## src/rtl/sar_seq_pkg.sv

```systemverilog
package sar_seq_pkg;

    // Control states of the conversion sequencer
    typedef enum logic [1:0] {
        ST_IDLE    = 2'd0,
        ST_HOLD    = 2'd1,
        ST_CONVERT = 2'd2
    } seq_state_t;

endpackage

```

## src/rtl/sar_step_div.sv

```systemverilog
// Free-running divider: one tick every DIV_RATIO clocks, never reset by a start.
module sar_step_div #(
    parameter int DIV_RATIO = 8
) (
    input  logic clk,
    input  logic rst_n,
    output logic tick
);
    localparam int CNT_W = (DIV_RATIO > 1) ? $clog2(DIV_RATIO) : 1;
    localparam logic [CNT_W-1:0] CNT_LAST = CNT_W'(DIV_RATIO - 1);

    logic [CNT_W-1:0] cnt_q;

    always_ff @(posedge clk or negedge rst_n) begin
        if (!rst_n) begin
            cnt_q <= '0;
        end else if (cnt_q == CNT_LAST) begin
            cnt_q <= '0;
        end else begin
            cnt_q <= cnt_q + 1'b1;
        end
    end

    assign tick = (cnt_q == CNT_LAST);

    // ticks are isolated, one per divider period
    a_r2_tick_isolated: assert property (@(posedge clk) disable iff (!rst_n)
        tick |=> !tick);

endmodule

```

## src/rtl/sar_start_flag.sv

```systemverilog
// Start flag: set by the strobe pair, cleared only by a tick once the strobes are gone.
module sar_start_flag (
    input  logic clk,
    input  logic rst_n,
    input  logic req,
    input  logic tick,
    output logic start_q,
    output logic launch
);
    always_ff @(posedge clk or negedge rst_n) begin
        if (!rst_n) begin
            start_q <= 1'b0;
        end else if (req) begin
            start_q <= 1'b1;
        end else if (tick) begin
            start_q <= 1'b0;
        end
    end

    assign launch = start_q && tick && !req;

    // a sampled request always leaves the flag set
    a_r3_flag_sets: assert property (@(posedge clk) disable iff (!rst_n)
        req |=> start_q);

    // the flag drops only on a tick with the request gone
    a_r4_flag_clears_on_tick: assert property (@(posedge clk) disable iff (!rst_n)
        $fell(start_q) |-> ($past(tick) && !$past(req)));

endmodule

```

## src/rtl/sar_bit_ring.sv

```systemverilog
// One-hot ring selecting the bit under test, walking from MSB to LSB.
module sar_bit_ring #(
    parameter int CODE_W = 8
) (
    input  logic              clk,
    input  logic              rst_n,
    input  logic              clr,
    input  logic              load,
    input  logic              shift,
    output logic [CODE_W-1:0] ring
);
    localparam logic [CODE_W-1:0] RING_MSB = {1'b1, {(CODE_W-1){1'b0}}};

    always_ff @(posedge clk or negedge rst_n) begin
        if (!rst_n) begin
            ring <= '0;
        end else if (clr) begin
            ring <= '0;
        end else if (load) begin
            ring <= RING_MSB;
        end else if (shift) begin
            ring <= ring >> 1;
        end
    end

    // at most one bit position is under test
    a_r1_ring_onehot: assert property (@(posedge clk) disable iff (!rst_n)
        $onehot0(ring));

endmodule

```

## src/rtl/sar_approx_reg.sv

```systemverilog
// Successive-approximation register: per-bit decide-and-advance logic.
module sar_approx_reg #(
    parameter int CODE_W = 8
) (
    input  logic              clk,
    input  logic              rst_n,
    input  logic              clr,
    input  logic              load,
    input  logic              step,
    input  logic [CODE_W-1:0] ring,
    input  logic              cmp_ge,
    output logic [CODE_W-1:0] code
);
    for (genvar i = 0; i < CODE_W; i++) begin : g_bit
        if (i == CODE_W - 1) begin : g_top
            always_ff @(posedge clk or negedge rst_n) begin
                if (!rst_n) begin
                    code[i] <= 1'b0;
                end else if (clr) begin
                    code[i] <= 1'b0;
                end else if (load) begin
                    code[i] <= 1'b1;
                end else if (step && ring[i]) begin
                    code[i] <= cmp_ge;
                end
            end
        end else begin : g_low
            always_ff @(posedge clk or negedge rst_n) begin
                if (!rst_n) begin
                    code[i] <= 1'b0;
                end else if (clr || load) begin
                    code[i] <= 1'b0;
                end else if (step && ring[i]) begin
                    code[i] <= cmp_ge;
                end else if (step && ring[i+1]) begin
                    code[i] <= 1'b1;
                end
            end
        end
    end

    // a clear leaves an all-zero trial code
    a_r3_code_cleared: assert property (@(posedge clk) disable iff (!rst_n)
        clr |=> (code == '0));

endmodule

```

## src/rtl/sar_start_seq.sv

```systemverilog
// Top: control state machine tying divider, start flag, ring and SAR together.
module sar_start_seq
    import sar_seq_pkg::*;
#(
    parameter int CODE_W    = 8,
    parameter int DIV_RATIO = 8
) (
    input  logic              clk,
    input  logic              rst_n,
    input  logic              cs_n,
    input  logic              wr_n,
    input  logic              cmp_ge,
    output logic [CODE_W-1:0] trial_code,
    output logic              done,
    output logic [CODE_W-1:0] result
);
    seq_state_t        state_q;
    seq_state_t        state_d;
    logic              req;
    logic              tick;
    logic              start_q;
    logic              launch;
    logic              step;
    logic              finish;
    logic [CODE_W-1:0] ring;
    logic [CODE_W-1:0] code;
    logic              done_q;
    logic [CODE_W-1:0] result_q;

    assign req = !cs_n && !wr_n;

    sar_step_div #(.DIV_RATIO(DIV_RATIO)) u_div (
        .clk   (clk),
        .rst_n (rst_n),
        .tick  (tick)
    );

    sar_start_flag u_flag (
        .clk     (clk),
        .rst_n   (rst_n),
        .req     (req),
        .tick    (tick),
        .start_q (start_q),
        .launch  (launch)
    );

    assign step   = (state_q == ST_CONVERT) && tick && !req;
    assign finish = step && ring[0];

    sar_bit_ring #(.CODE_W(CODE_W)) u_ring (
        .clk   (clk),
        .rst_n (rst_n),
        .clr   (req),
        .load  (launch),
        .shift (step),
        .ring  (ring)
    );

    sar_approx_reg #(.CODE_W(CODE_W)) u_sar (
        .clk    (clk),
        .rst_n  (rst_n),
        .clr    (req),
        .load   (launch),
        .step   (step),
        .ring   (ring),
        .cmp_ge (cmp_ge),
        .code   (code)
    );

    // State register
    always_ff @(posedge clk or negedge rst_n) begin
        if (!rst_n) begin
            state_q <= ST_IDLE;
        end else begin
            state_q <= state_d;
        end
    end

    // Next state: T_START overrides, then T_LAUNCH / T_FINISH
    always_comb begin
        state_d = state_q;
        if (req) begin
            state_d = ST_HOLD;
        end else begin
            unique case (state_q)
                ST_IDLE:    state_d = ST_IDLE;
                ST_HOLD:    if (launch) state_d = ST_CONVERT;
                ST_CONVERT: if (finish) state_d = ST_IDLE;
                default:    state_d = ST_IDLE;
            endcase
        end
    end

    // Outputs: completion strobe and held result
    always_ff @(posedge clk or negedge rst_n) begin
        if (!rst_n) begin
            done_q   <= 1'b0;
            result_q <= '0;
        end else begin
            done_q <= finish;
            if (finish) begin
                result_q <= {code[CODE_W-1:1], cmp_ge};
            end
        end
    end

    assign trial_code = code;
    assign done       = done_q;
    assign result     = result_q;

    // the hold state mirrors the start flag
    a_r4_hold_mirror: assert property (@(posedge clk) disable iff (!rst_n)
        (state_q == ST_HOLD) == start_q);

    // a sampled start never yields a completion strobe
    a_r5_abort_no_done: assert property (@(posedge clk) disable iff (!rst_n)
        req |=> !done);

    // completion is a single-cycle strobe
    a_r7_done_single: assert property (@(posedge clk) disable iff (!rst_n)
        done |=> !done);

    // the trial code moves only at a step boundary or on a start
    a_r2_code_steady: assert property (@(posedge clk) disable iff (!rst_n)
        (trial_code != $past(trial_code)) |-> ($past(tick) || $past(req)));

endmodule

```

## config.mk

```make
export PLATFORM = sky130hd
export DESIGN_NAME = sar_start_seq
export DESIGN_NICKNAME = d
export VERILOG_FILES = /design/src/rtl/sar_seq_pkg.sv /design/src/rtl/sar_step_div.sv /design/src/rtl/sar_start_flag.sv /design/src/rtl/sar_bit_ring.sv /design/src/rtl/sar_approx_reg.sv /design/src/rtl/sar_start_seq.sv
export SDC_FILE = /design/constraint.sdc
export NUM_CORES = 1
export LEC_CHECK = 0
export CAP_MARGIN = 20
export CORE_AREA = 4 4 66 68
export DETAILED_ROUTE_END_ITERATION = 6
export DIE_AREA = 0 0 70 72
export DONT_BUFFER_PORTS = 1
export GPL_TIMING_DRIVEN = 1
export MAX_ROUTING_LAYER = met4
export PLACE_DENSITY = 0.48
export REMOVE_ABC_BUFFERS = 1
export SLEW_MARGIN = 10
export SYNTH_ARGS = -nofsm -noshare
export SYNTH_HDL_FRONTEND = slang
export SYNTH_SLANG_ARGS = --single-unit
```

## constraint.sdc

```tcl
create_clock -name clk -period 2.1 [get_ports clk]
set_input_delay 0 -clock clk [delete_from_list [all_inputs] [get_ports clk]]
set_output_delay 0 -clock clk [all_outputs]
set_load 0.01 [all_outputs]
```

# Word level (Yosys, flattened, before mapping)
# Index checks and enable logic that the tools add are counted.
# totals
reg_bits	31
input_bits	5
out_inout_bits	17
word_cells	82
# classes
n_reduce_logical	28
n_mux	34
n_eq_ne	5
n_addsub	1
# ops
operator	n
$reduce_bool 3->1	9
$mux 1	26
$mux 8	3
$logic_and 1x1->1	13
$mux 2	3
$pmux 2 s2	1
$add 3x1->3 const B	1
$eq 3x3->1 const B	1
$logic_not 1->1	3
$mux 3	1
$ne 3x1->1 const B	1
$ne 3x2->1 const B	1
$eq 2x1->1 const B	1
$eq 2x2->1 const B	1
$reduce_and 2->1	1
$reduce_bool 2->1	1
$logic_or 1x1->1	1

# Longest topological paths before layout
# logic_depth
depth_word	8
ltp_mapped	7
mapped_depth_nobuf	5

# Modules after synthesis
# Synthesis repeated with hierarchy kept, for this count alone.
# unflattened
cells_unflattened	103
hier_area_um2	1335.0
# modules_own_cells
mod	area_each_um2	cells_per_inst	instances	seq_area_each_um2
sar_start_seq	437.9	28	1	275.3
sar_approx_reg	419.2	36	1	200.2
sar_bit_ring	330.3	28	1	200.2
sar_step_div	103.8	6	1	75.1
sar_start_flag	43.8	5	1	25.0

# Worst setup path after synthesis
# Ideal clock, no wire load.
# synth_path
path_type	reg2reg
start	register u_div.cnt_q[0]
end	register result_q[0] (netlist: result[0])
period_less_slack_ps	1718
path_buffers	1
arrival_ps	1594
setup_ps	125
setup_slack_ps	382
t_required_ps	1975
path_stages_with_launch	7
path_cell_list	dfrtp_1 -> ha_1 -> ha_1 -> buf_6 -> nand2_4 -> nor4b_4 -> mux2_2
# synth_between
elab_chain_len	4
# synth_rtl
item	line_no	text
start: declaration	sar_step_div.sv:12	logic [CNT_W-1:0] cnt_q;
start signal: assignment	sar_step_div.sv:20	cnt_q <= cnt_q + 1'b1;
$eq 3x3->1	sar_step_div.sv:24	assign tick = (cnt_q == CNT_LAST);
$logic_and 1x1->1 (2 in a row)	sar_start_seq.sv:47	assign step = (state_q == ST_CONVERT) && tick && !req;
$logic_and 1x1->1	sar_start_seq.sv:48	assign finish = step && ring[0];
net finish	sar_start_seq.sv:24	logic finish;
end signal: assignment	sar_start_seq.sv:102	result_q <= {code[CODE_W-1:1], cmp_ge};
end: declaration	sar_start_seq.sv:28	logic [CODE_W-1:0] result_q;
# The timed path passes the listed nets, and every way through them passes these cells.
# A chain may end at the register's enable or synchronous reset.

# Worst setup path in the final report
# layout_path
start	register u_div.cnt_q[0]
end	register u_sar.code[6]
# layout_between
elab_chain_len	6
word_cells_on_any_way	11
classes_between	eq/ne: 1; mux: 2; reduce/logical: 8
# layout_rtl
item	line_no	text
$eq 3x3->1 (*)	sar_step_div.sv:24	
$logic_and 1x1->1 (2 in a row)	sar_start_seq.sv:47	
$logic_and 1x1->1	sar_approx_reg.sv:33	end else if (step && ring[i]) begin
$mux 1	sar_approx_reg.sv:33	
$mux 1	sar_approx_reg.sv:31	end else if (clr || load) begin
end signal: indexed assignment	sar_approx_reg.sv:34	code[i] <= cmp_ge;
end: declaration	sar_approx_reg.sv:12	output logic [CODE_W-1:0] code
# Every way passes the cells marked *; elsewhere a longest branch is shown, timed or not.

==> flow_summary_export.csv <==
group,metric,value,unit
final_layout,syn2layout_area_growth,15.9,%
power,powerDensity,758,nW/um^2
yosys,postSynthAreaPerCell,12.0,sq um
power,netSwitchingPower,255,uW
critical_path,cp-start-kind,"register",
floorplanning,dieWidth,70,um
detailed_routing,drt-initial-drc-count,36,
place,gp_congestion,0.748,
global_routing,grt_pass1_wl,4620,um
clock_tree,clk_latency,0.28,ns
floorplanning,dieArea,5040,sq um
critical_path,r2r-start,"u_div.cnt_q[0]",
global_routing,grt_max_degree,32,
global_routing,antenna_found_initial,0,
critical_path,cp.buffers_inverters,1,
power,combPwrFrac,4.3,%
clock_tree,clockRootBuffer,"clkbuf_8",
timing,rsz0062_at_grt,"no",
floorplanning,fp-row-count,23,
yosys,synth.distinct_cells,21,
critical_path,cp_max_fo,14,
yosys,yosysSeqAreaShare,59.8,%
yosys,syn_area,1300,sq um
yosys,syn_inst,108,
detailed_routing,wl,2620,um
global_routing,gr-total-overflow,0,
power,fin_total_pwr,1.14,mW
timing,timing.final.crit_share,87.5,%
floorplanning,core,3860,sq um
worst_hold_path,min_path_cells,2,
clock_tree,cts_tree,"yes",
power,vdd_drop_max,393,uV
floorplanning,ios,22,
worst_hold_path,min_from,"wr_n",
clock_tree,cts_buffers,5,
final_layout,multiInputGateArea,465,sq um
critical_path,critPathMaxStageDelay,0.38,ns
critical_path,cp-end-kind,"register",
critical_path,crit_chain,"ha_1 > ha_1 > buf_4 > nand2_1 > nand2_1 > a221oi_1",
detailed_routing,wl_per_cell,15.5,um
critical_path,crit_type,"register to register",
timing,max_freq,544,MHz
yosys,ys_ff_latch,31,
timing,fin_crit,1.84,ns
timing,slew-limit-headroom,42.3,%
critical_path,critPathTopFamily,"simple AND/OR/NAND/NOR gates",
clock_tree,clk_path_buf_depth,2,
timing,fin_skew,0.00614,ns
global_routing,track_usage,12.4,%
final_layout,num-nets-final,126,
global_routing,grt_pass1_vias,911,
final_layout,instances_no_fill,169,
status,status,"finished clean",
clock_tree,clkTransAtPathRegs,0.06,ns
detailed_routing,via_count,868,
detailed_routing,vias_per_cell,5.14,
place,io_buffers,0,
floorplanning,die_h,72,um
power,intPower,885,uW
final_layout,final_area,1500,sq um
place,hpwlAfterDp,1680,um
run,max_cap_violations,0,
critical_path,crit_required,2.28,ns
detailed_routing,dr.pass1.iters,4,
final_layout,layout-drive-gt1-share,20.2,%
final_layout,antenna_cells,0,
power,p_seq_share,54.6,%
clock_tree,htreeDepth,2,
critical_path,cp_slowest_cell,"dfrtp_1",
timing,hold_ws,0.00441,ns
power,p_clk_share,41.1,%
worst_hold_path,hold_end,"u_sar.code[7]",
detailed_routing,antenna_left,0,
final_layout,nFillCells,399,
critical_path,reg2reg_depth,6,
critical_path,r2r_slack,0.26,ns
critical_path,regToRegEndpoint,"u_sar.code[6]",
timing,drv_slew,0,
place,dp_cells,157,
detailed_routing,drc_errors,0,
worst_hold_path,hold_path_class,"input port to register",
place,placed_area,1360,sq um
power,switching_share,22.3,%
power,p_leak,0.686,nW
timing,tns,0,ns
timing,hold_violations,0,
clock_tree,numClockSinks,31,
floorplanning,start_util,33.6,%
timing,setup_violations,0,
timing,tightest_slew,0.859,ns
critical_path,worstPathArrival,2.02,ns
yosys,yosysWarnings,0,
final_layout,regArea,776,sq um
-- cells by family after synthesis --
group,Yosys count,share of synthesized area (%)
adder cells (fa/ha/maj),2,1.93
flip-flops,31,59.8
buffers and inverters,12,4.34
multiplexers,9,7.71
AO/OA/AOI/OAI,25,13.0
AND/OR/NAND/NOR,29,13.2
-- through the flow --
step	utilization [%]	setup slack, ns
finish	39.0	0.263
global route	39.0	0.0770
CTS	39.0	0.236
detailed placement	35.2	0.258
global placement	35.2	0.324
floorplan	-	0.321
-- registers in the layout, summed over array words and instances (netlist names) --
signal and cells:
result 8, u_sar.code 8, u_flag.start_q 1, u_div.cnt_q 3
done 1, u_ring.ring 8, state_q 2
-- layer usage --
metal  up-vias  share of wire [%]  GRT usage, %
met5         -                  0             -
met4         0                2.3          7.02
li1        406                  -             -
met3         7                7.2          4.43
met2        33                 46          18.4
met1       422                 44          14.7
-- repair_timing --
item                       in CTS  in global routing
setup endpoints to repair       0                  0
hold endpoints to repair       35                  0
hold buffers                    5                  0
resized for setup               0                  0
setup buffers                   0                  0
-- power by group through the flow --
stage          Clock [mW]  Combinational, mW  Sequential (mW)
3_5_place_dp            0             0.0267            0.633
4_1_cts             0.482             0.0498            0.622
6_report            0.469             0.0485            0.622
2_1_floorplan           0             0.0218            0.629
3_3_place_gp            0             0.0262            0.633
5_1_grt             0.521             0.0556            0.623
-- cells in the final DEF (no fill, tap or decap) --
| cell | netlist | layout |
|---|---|---|
| clkinv_2 | 0 | 1 |
| nand2_1 | 17 | 17 |
| mux2i_1 | 1 | 1 |
| nor4b_4 | 1 | 1 |
| nand2_4 | 1 | 1 |
| a221oi_1 | 7 | 7 |
| inv_1 | 8 | 8 |
| mux2_2 | 8 | 8 |
| buf_4 | 0 | 3 |
| buf_12 | 0 | 1 |
| or2_2 | 1 | 1 |
| nand3b_2 | 1 | 1 |
| ha_1 | 2 | 2 |
| dfrtp_1 | 31 | 31 |
| o21ai_0 | 1 | 1 |
| nand4b_1 | 2 | 2 |
| o211ai_1 | 7 | 7 |
| nand3b_1 | 2 | 2 |
| dlygate4sd3_1 | 0 | 4 |
| a21oi_1 | 10 | 10 |
| clkbuf_8 | 0 | 6 |
| nor2_1 | 2 | 2 |
| and3b_2 | 1 | 1 |
| nor3_1 | 1 | 1 |
-- worst max-delay path by stage --
stage / startpoint / slack, ns / endpoint / depth (start not counted)
2_1_floorplan: u_div.cnt_q[0] / 0.32 / result[0] / 5
3_3_place_gp: u_div.cnt_q[0] / 0.32 / result[4] / 7
3_5_place_dp: u_div.cnt_q[0] / 0.26 / u_sar.code[0] / 6
4_1_cts: u_div.cnt_q[0] / 0.24 / u_sar.code[6] / 6
5_1_grt: u_div.cnt_q[0] / 0.08 / u_sar.code[2] / 6
6_report: u_div.cnt_q[0] / 0.26 / u_sar.code[6] / 6
-- cell usage after synthesis --
cell	number	area share, %
dfrtp_1	31	60
or2_2	1	0.48
a21oi_1	10	3.9
o21ai_0	1	0.39
nor3_1	1	0.39
buf_6	1	0.87
o211ai_1	7	4.1
nand4b_1	2	1.4
a221oi_1	7	4.7
mux2_2	8	6.9
nand3b_2	1	0.87
ha_1	2	1.9
nand2_4	1	0.87
mux2i_1	1	0.77
nor4b_4	1	1.8
buf_2	3	1.2
nand3b_1	2	1.2
nor2_1	2	0.58
and3b_2	1	0.77
nand2_1	17	4.9
inv_1	8	2.3
-- final cells by class --
| class | count | area share, % |
|---|---|---|
| Clock buffer | 6 | 5.49 |
| Clock inverter | 1 | 0.333 |
| Tap cell | 50 | 4.16 |
| Inverter | 8 | 2.00 |
| Multi-Input combinational cell | 65 | 30.9 |
| Sequential cell | 31 | 51.6 |
| Timing Repair Buffer | 8 | 5.49 |
Power figures use the tool's default switching activity.
